$ cat config.mk
export PLATFORM = sky130hd
export DESIGN_NAME = gated_bcd_counter
export DESIGN_NICKNAME = d
export VERILOG_FILES = /design/src/rtl/gated_bcd_counter.sv
export SDC_FILE = /design/constraint.sdc
export NUM_CORES = 1
export LEC_CHECK = 0
export BUFFER_PORTS_ARGS = -buffer_cell sky130_fd_sc_hd__buf_4
export CAP_MARGIN = 40
export CORE_ASPECT_RATIO = 0.9
export CORE_MARGIN = 2
export CORE_UTILIZATION = 45
export DETAILED_ROUTE_END_ITERATION = 12
export PLACE_DENSITY_LB_ADDON = 0.3
export SLEW_MARGIN = 20
export SYNTH_ARGS = -nofsm -noshare
export SYNTH_HDL_FRONTEND = slang
export SYNTH_SLANG_ARGS = --single-unit
$ cat constraint.sdc
create_clock -name clk -period 2.3 [get_ports clk]
set_input_delay 0.46 -clock clk [delete_from_list [all_inputs] [get_ports clk]]
set_output_delay 0.46 -clock clk [all_outputs]
set_load 0.01 [all_outputs]
$ cat src/rtl/gated_bcd_counter.sv
module gated_bcd_counter #(
  parameter int DIGITS = 6
) (
  input  logic                  clk,
  input  logic                  rst_n,
  input  logic                  evt_in,
  input  logic                  gate,
  input  logic                  disp_n,
  input  logic                  clr_n,
  input  logic [2:0]            ivl_sel,
  output logic [4*DIGITS-1:0]   rd_digits,
  output logic [1:0]            rd_dp,
  output logic [1:0]            rd_unit,
  output logic                  rd_ovr
);
  localparam int W = 4 * DIGITS;

  logic          evt_q;
  logic          rise;
  logic [W-1:0]  cnt;
  logic [W-1:0]  cnt_nx;
  logic [DIGITS:0] cy;
  logic          ovr_run;
  logic [2:0]    sel_q;

  assign rise  = evt_in & ~evt_q;
  assign cy[0] = rise & gate;

  for (genvar g = 0; g < DIGITS; g++) begin : g_dec
    logic [3:0] d;
    assign d = cnt[4*g +: 4];
    assign cy[g+1] = cy[g] & (d == 4'd9);
    assign cnt_nx[4*g +: 4] = !cy[g] ? d : (d == 4'd9) ? 4'd0 : d + 4'd1;

    AST_DIGIT_DECIMAL: assert property (@(posedge clk) disable iff (!rst_n)
      cnt[4*g +: 4] <= 4'd9 && rd_digits[4*g +: 4] <= 4'd9);
  end

  always_ff @(posedge clk or negedge rst_n) begin
    if (!rst_n) begin
      evt_q     <= 1'b0;
      cnt       <= '0;
      ovr_run   <= 1'b0;
      rd_digits <= '0;
      rd_ovr    <= 1'b0;
      sel_q     <= '0;
    end else begin
      evt_q <= evt_in;
      if (!clr_n) begin
        cnt     <= '0;
        ovr_run <= 1'b0;
      end else begin
        cnt <= cnt_nx;
        if (cy[DIGITS]) ovr_run <= 1'b1;
      end
      if (!disp_n) begin
        rd_digits <= cnt;
        rd_ovr    <= ovr_run;
        sel_q     <= ivl_sel;
      end
    end
  end

  always_comb begin
    case (sel_q)
      3'd0, 3'd3, 3'd6: rd_dp = 2'd0;
      3'd1, 3'd4, 3'd7: rd_dp = 2'd1;
      default:          rd_dp = 2'd2;
    endcase
    if (sel_q < 3'd3)      rd_unit = 2'd2;
    else if (sel_q < 3'd6) rd_unit = 2'd1;
    else                   rd_unit = 2'd0;
  end

  AST_GATE_CLOSED_HOLDS: assert property (@(posedge clk) disable iff (!rst_n)
    (!gate && clr_n) |=> $stable(cnt));
  AST_ONE_PER_EDGE: assert property (@(posedge clk) disable iff (!rst_n)
    (clr_n && evt_q && evt_in) |=> $stable(cnt));
  AST_CLEAR_ZEROES: assert property (@(posedge clk) disable iff (!rst_n)
    !clr_n |=> (cnt == '0 && !ovr_run));
  AST_READOUT_COPY: assert property (@(posedge clk) disable iff (!rst_n)
    !disp_n |=> (rd_digits == $past(cnt) && rd_ovr == $past(ovr_run)));
  AST_READOUT_HOLD: assert property (@(posedge clk) disable iff (!rst_n)
    disp_n |=> ($stable(rd_digits) && $stable(rd_ovr) && $stable(rd_dp) && $stable(rd_unit)));
  AST_OVR_SETS: assert property (@(posedge clk) disable iff (!rst_n)
    (clr_n && cy[DIGITS]) |=> ovr_run);
  AST_OVR_STICKY: assert property (@(posedge clk) disable iff (!rst_n)
    (clr_n && ovr_run) |=> ovr_run);
endmodule

Word level (Yosys, flattened, before mapping)
Cells that the tools add are included.
{"block": "totals", "ff_bits": 54, "out_inout_bits": 29, "word_cells": 67}
{"block": "classes", "add_sub_neg": 6, "magnitude_cmp": 2, "n_eq_ne": 18, "muxes": 18, "n_bitwise": 9, "reduce_logical": 3}
{"cell": "2-to-1 mux 4 bit", "n": 12}
{"cell": "adder 4 x 1 -> 4 bit, second input constant", "n": 6}
{"cell": "== test 4 bit, second input constant", "n": 6}
{"cell": "2-to-1 mux 24 bit", "n": 1}
{"cell": "!= test 2 x 1 -> 1 bit, second input constant", "n": 7}
{"cell": "== test 3 bit, second input constant", "n": 3}
{"cell": "AND 1 bit", "n": 8}
{"cell": "OR reduction 3 bit", "n": 2}
{"cell": "one-hot mux 2 bit (2 select lines)", "n": 1}
{"cell": "== test 3 x 1 -> 1 bit, second input constant", "n": 1}
{"cell": "== test 3 x 2 -> 1 bit, second input constant", "n": 1}
{"cell": "zero test 3 bit", "n": 1}
{"cell": "< comparator 3 x 2 -> 1 bit, second input constant", "n": 1}
{"cell": "< comparator 3 bit, second input constant", "n": 1}
{"cell": "2-to-1 mux 1 bit", "n": 3}
{"cell": "2-to-1 mux 2 bit", "n": 1}
{"cell": "NOT 1 bit", "n": 1}

Logic depth before layout (Yosys ltp)
{"block": "depth", "depth_word": 11, "mapped_depth": 7, "ltp_nobuf": 6}

Worst setup path after synthesis
Ideal clock, no wire load.
{"block": "synth_path", "path_kind": "flip-flop to flip-flop", "start": "register cnt[5]", "end": "register cnt[17]", "t_arrival_ns": 1.720, "required_time_ns": 2.222, "setup_slack_ns": 0.502, "stages_incl_launch_ff": 8, "path_buffers": 1, "period_less_slack_ns": 1.798, "cell_sequence": "dfrtp_1 > inv_1 > ha_1 > and3b_2 > nand4_4 > buf_6 > or4_1 > a21oi_1"}
{"block": "synth_between", "elab_chain_cells": 5}
{"element": "start: declaration", "line_no": "20", "text": "logic [W-1:0] cnt;"}
{"element": "start signal: assignment", "line_no": "53", "text": "cnt <= cnt_nx;"}
{"element": "== test 4 bit", "line_no": "32", "text": "assign cy[g+1] = cy[g] & (d == 4'd9);"}
{"element": "AND 1 bit (3 in a row)", "line_no": "32"}
{"element": "!= test 2 x 1 -> 1 bit (no source line)"}
Every way passes these cells.
A chain may end at the register's enable or synchronous reset.

Final worst setup path
{"block": "layout_path", "start": "register cnt[1]", "end": "register cnt[21]"}
{"block": "layout_between", "elab_chain_cells": 7}
{"element": "== test 4 bit", "line_no": "32"}
{"element": "AND 1 bit (5 in a row)", "line_no": "32"}
{"element": "!= test 2 x 1 -> 1 bit (no source line)"}
Every way passes these cells.

==> metrics.csv <==
metric;value;unit
Syn. warnings;0;
Slew Viols, Final;0;
sequential share of power;58.1;%
most frequent cells after synthesis;dfrtp_1 (54), mux2_2 (22), a21oi_1 (21), nand2_1 (18), o21ai_0 (18);
CP max FO;22;
Worst EP arrival;2280;ps
DRT antenna net count;0;
Hold WS;185;ps
Critical Path, Cell by Cell;inv_1 -> ha_1 -> and3b_2 -> nand4_4 -> or4_1 -> a21oi_1;
crit path kind;flop to flop;
Placement Cell Area;2920;um2
non-filler cells, final;343;
multi-input logic area;1160;um2
max-cap violation count;0;
Post-Synthesis Net Count;260;
pre-CTS WS;269;ps
power share of the clock group;35.8;%
postcts setup bufs;0;
Die ar.;6410;um2
Critical Path Start Type;flop;
Layout area overhead;16.3;%
io pins;38;
RSZ-0062 raised after global routing;no;
Tmin final;2050;ps
crit path capture type;flop;
synth unique cells;37;
Starting DRT DRC Count;106;
cts hold-fix bufs;0;
Worst-path clk slew;90;ps
Core Rows;26;
Seq/Total Area, Yosys;51.9;%
setup tns final;0;ps
CTS Buffer Depth;2;
clk sinks;54;
Starting Density;46.3;%
Max VDD drop;0.321;mV
Mapped Cells;239;
Post-synth top flop;dfrtp_1;
Sw Ratio;21.7;%
Req. time, crit path;2520;ps
Core Area;5630;um2
die height;76.2;um
Vias;1881;
internal power;1.31;mW
syn_area_per_cell;10.9;um2
Final Hold Viols;0;
most frequent cell after synthesis;dfrtp_1;
synthesized flop and latch total;54;
Pwr Total;1.67;mW
vias per inst;5.48;
vias in the first global route;1782;
remaining routing DRC violations;0;
CTS Buf Count;5;
drt pass-1 iters;4;
hold crit path type;input port to asynchronous set/reset pin;
Register Area;1350;um2
slew margin rel.;53.1;%
total track usage;16.4;%
CP max stage cell;or4_1;
global-route wire length before repair;8.56;mm
# diodes;0;
initial antenna violation count;0;
f_max;0.487;GHz
Core Util, Final;53.8;%
Final #Nets;293;
Die W;84.2;um
status;finished, final reports clean;
Power per Cell Area;550;nW/um2
Period Utilization, post-route;89.3;%
max incr delay on CP;570;ps
GP Congestion;0.757;
Final Setup Violations;0;
CTS tree;done;
Clock Root Buffer;clkbuf_8;
synth top area cells;dfrtp_1 (52%), mux2_2 (9.5%), ha_1 (5.8%);
P_leak;1.44;nW
# port buffers;37;
final instance area;3030;um2
Post-synth EDFFs;0;
fillcell total;509;
clk_skew;6.15;ps
fin worst setup slack;245;ps
post-synth top area cell;dfrtp_1;
Post-DP HPWL;3.19;mm
combinational power share;6.2;%
H-tree Lvls;2;
drt wl/cell;13.7;um
Clock Latency Late Sink;310;ps
largest net degree at the start of global routing;55;
grt ovf;0;
Routed WL;4.71;mm
Bufs and invs on worst path;1;
Yosys top cell area share;51.9;%
async set-reset flop share out of synthesis;100;%
Crit path max-delay family;simple AND/OR/NAND/NOR gates;
Worst Max-Slew Pin Slew;703;ps
Post-Syn Area;2600;um2
Switch Pwr;0.362;mW
share of cells above drive strength 1;26.4;%
CTS resizes;0;
Post-Place Cells;335;
==> worst paths after layout <==
check | startpoint | to | slack, ps | depth (start not counted)
min in group clk | evt_in | evt_q | 270 | 1
max | cnt[1] | cnt[21] | 250 | 6
min reg2reg | ovr_run | ovr_run | 500 | 1
max in group asynchronous | rst_n | cnt[10] | 1680 | 1
min | rst_n | evt_q | 180 | 1
max reg2reg | cnt[1] | cnt[21] | 250 | 6
==> sequential cells by signal, indices dropped and copies added, names as in the netlist <==
signal	flops
rd_digits	24
rd_ovr	1
evt_q	1
ovr_run	1
sel_q	3
cnt	24
==> cell type report <==
class / count / area share, %
clock buffer: 8 / 3.63
timing repair buffer: 37 / 9.17
sequential: 54 / 44.6
inverter: 10 / 1.24
multi-input combinational: 164 / 38.5
tap: 70 / 2.89
==> layer usage <==
metal  wire [um]  track usage (%)  vias up
met2        2170             25.2       30
li1            -                -      916
met4          81             5.81        0
met3         188             3.79        5
met5           0                0        -
met1        2270             22.9      930
==> logic make-up after synthesis <==
kind of cell / share of synthesized area [%]
mux: 10.7
xor+xnor: 1.01
simple gates: 16.3
flops: 51.9
fa+ha+maj: 5.76
compound gates: 11.0
buf+inv: 3.41
==> power groups by stage <==
stage                     Combinational, mW  Clock (mW)  Sequential [mW]
after global routing                  0.116       0.653            0.970
final                                 0.103       0.596            0.968
after global placement                0.105           0            0.986
after CTS                             0.107       0.620            0.968
after detailed placement              0.107           0            0.987
after floorplan                      0.0508           0            0.986
==> layout by cell type (no fill, tap or decap), types with 2 or more instances in the layout <==
cell | netlist | layout
nor2_1 | 12 | 12
and3b_1 | 5 | 5
and3b_2 | 2 | 2
nand3_1 | 8 | 8
buf_4 | 0 | 37
o31ai_1 | 4 | 4
mux2i_1 | 3 | 3
nand4_1 | 2 | 2
a21bo_2 | 2 | 2
nand2_1 | 18 | 18
nor2b_1 | 2 | 2
xnor2_1 | 3 | 3
mux2_2 | 22 | 22
dfrtp_1 | 54 | 54
a211o_1 | 2 | 2
nor3_1 | 4 | 4
a21oi_1 | 21 | 21
o21ai_0 | 18 | 18
or3_1 | 3 | 3
ha_1 | 12 | 12
inv_1 | 10 | 10
or4_1 | 5 | 5
clkbuf_8 | 0 | 8
nand2b_1 | 3 | 3
nand3b_1 | 3 | 3
==> worst reg2reg max path, stage by stage, from the launching register on <==
cell and delay, ps:
dfrtp_1 420, inv_1 90, ha_1 190, and3b_2 270
nand4_4 270, or4_1 580, a21oi_1 150
No activity file was read; power rests on OpenSTA's default activity.
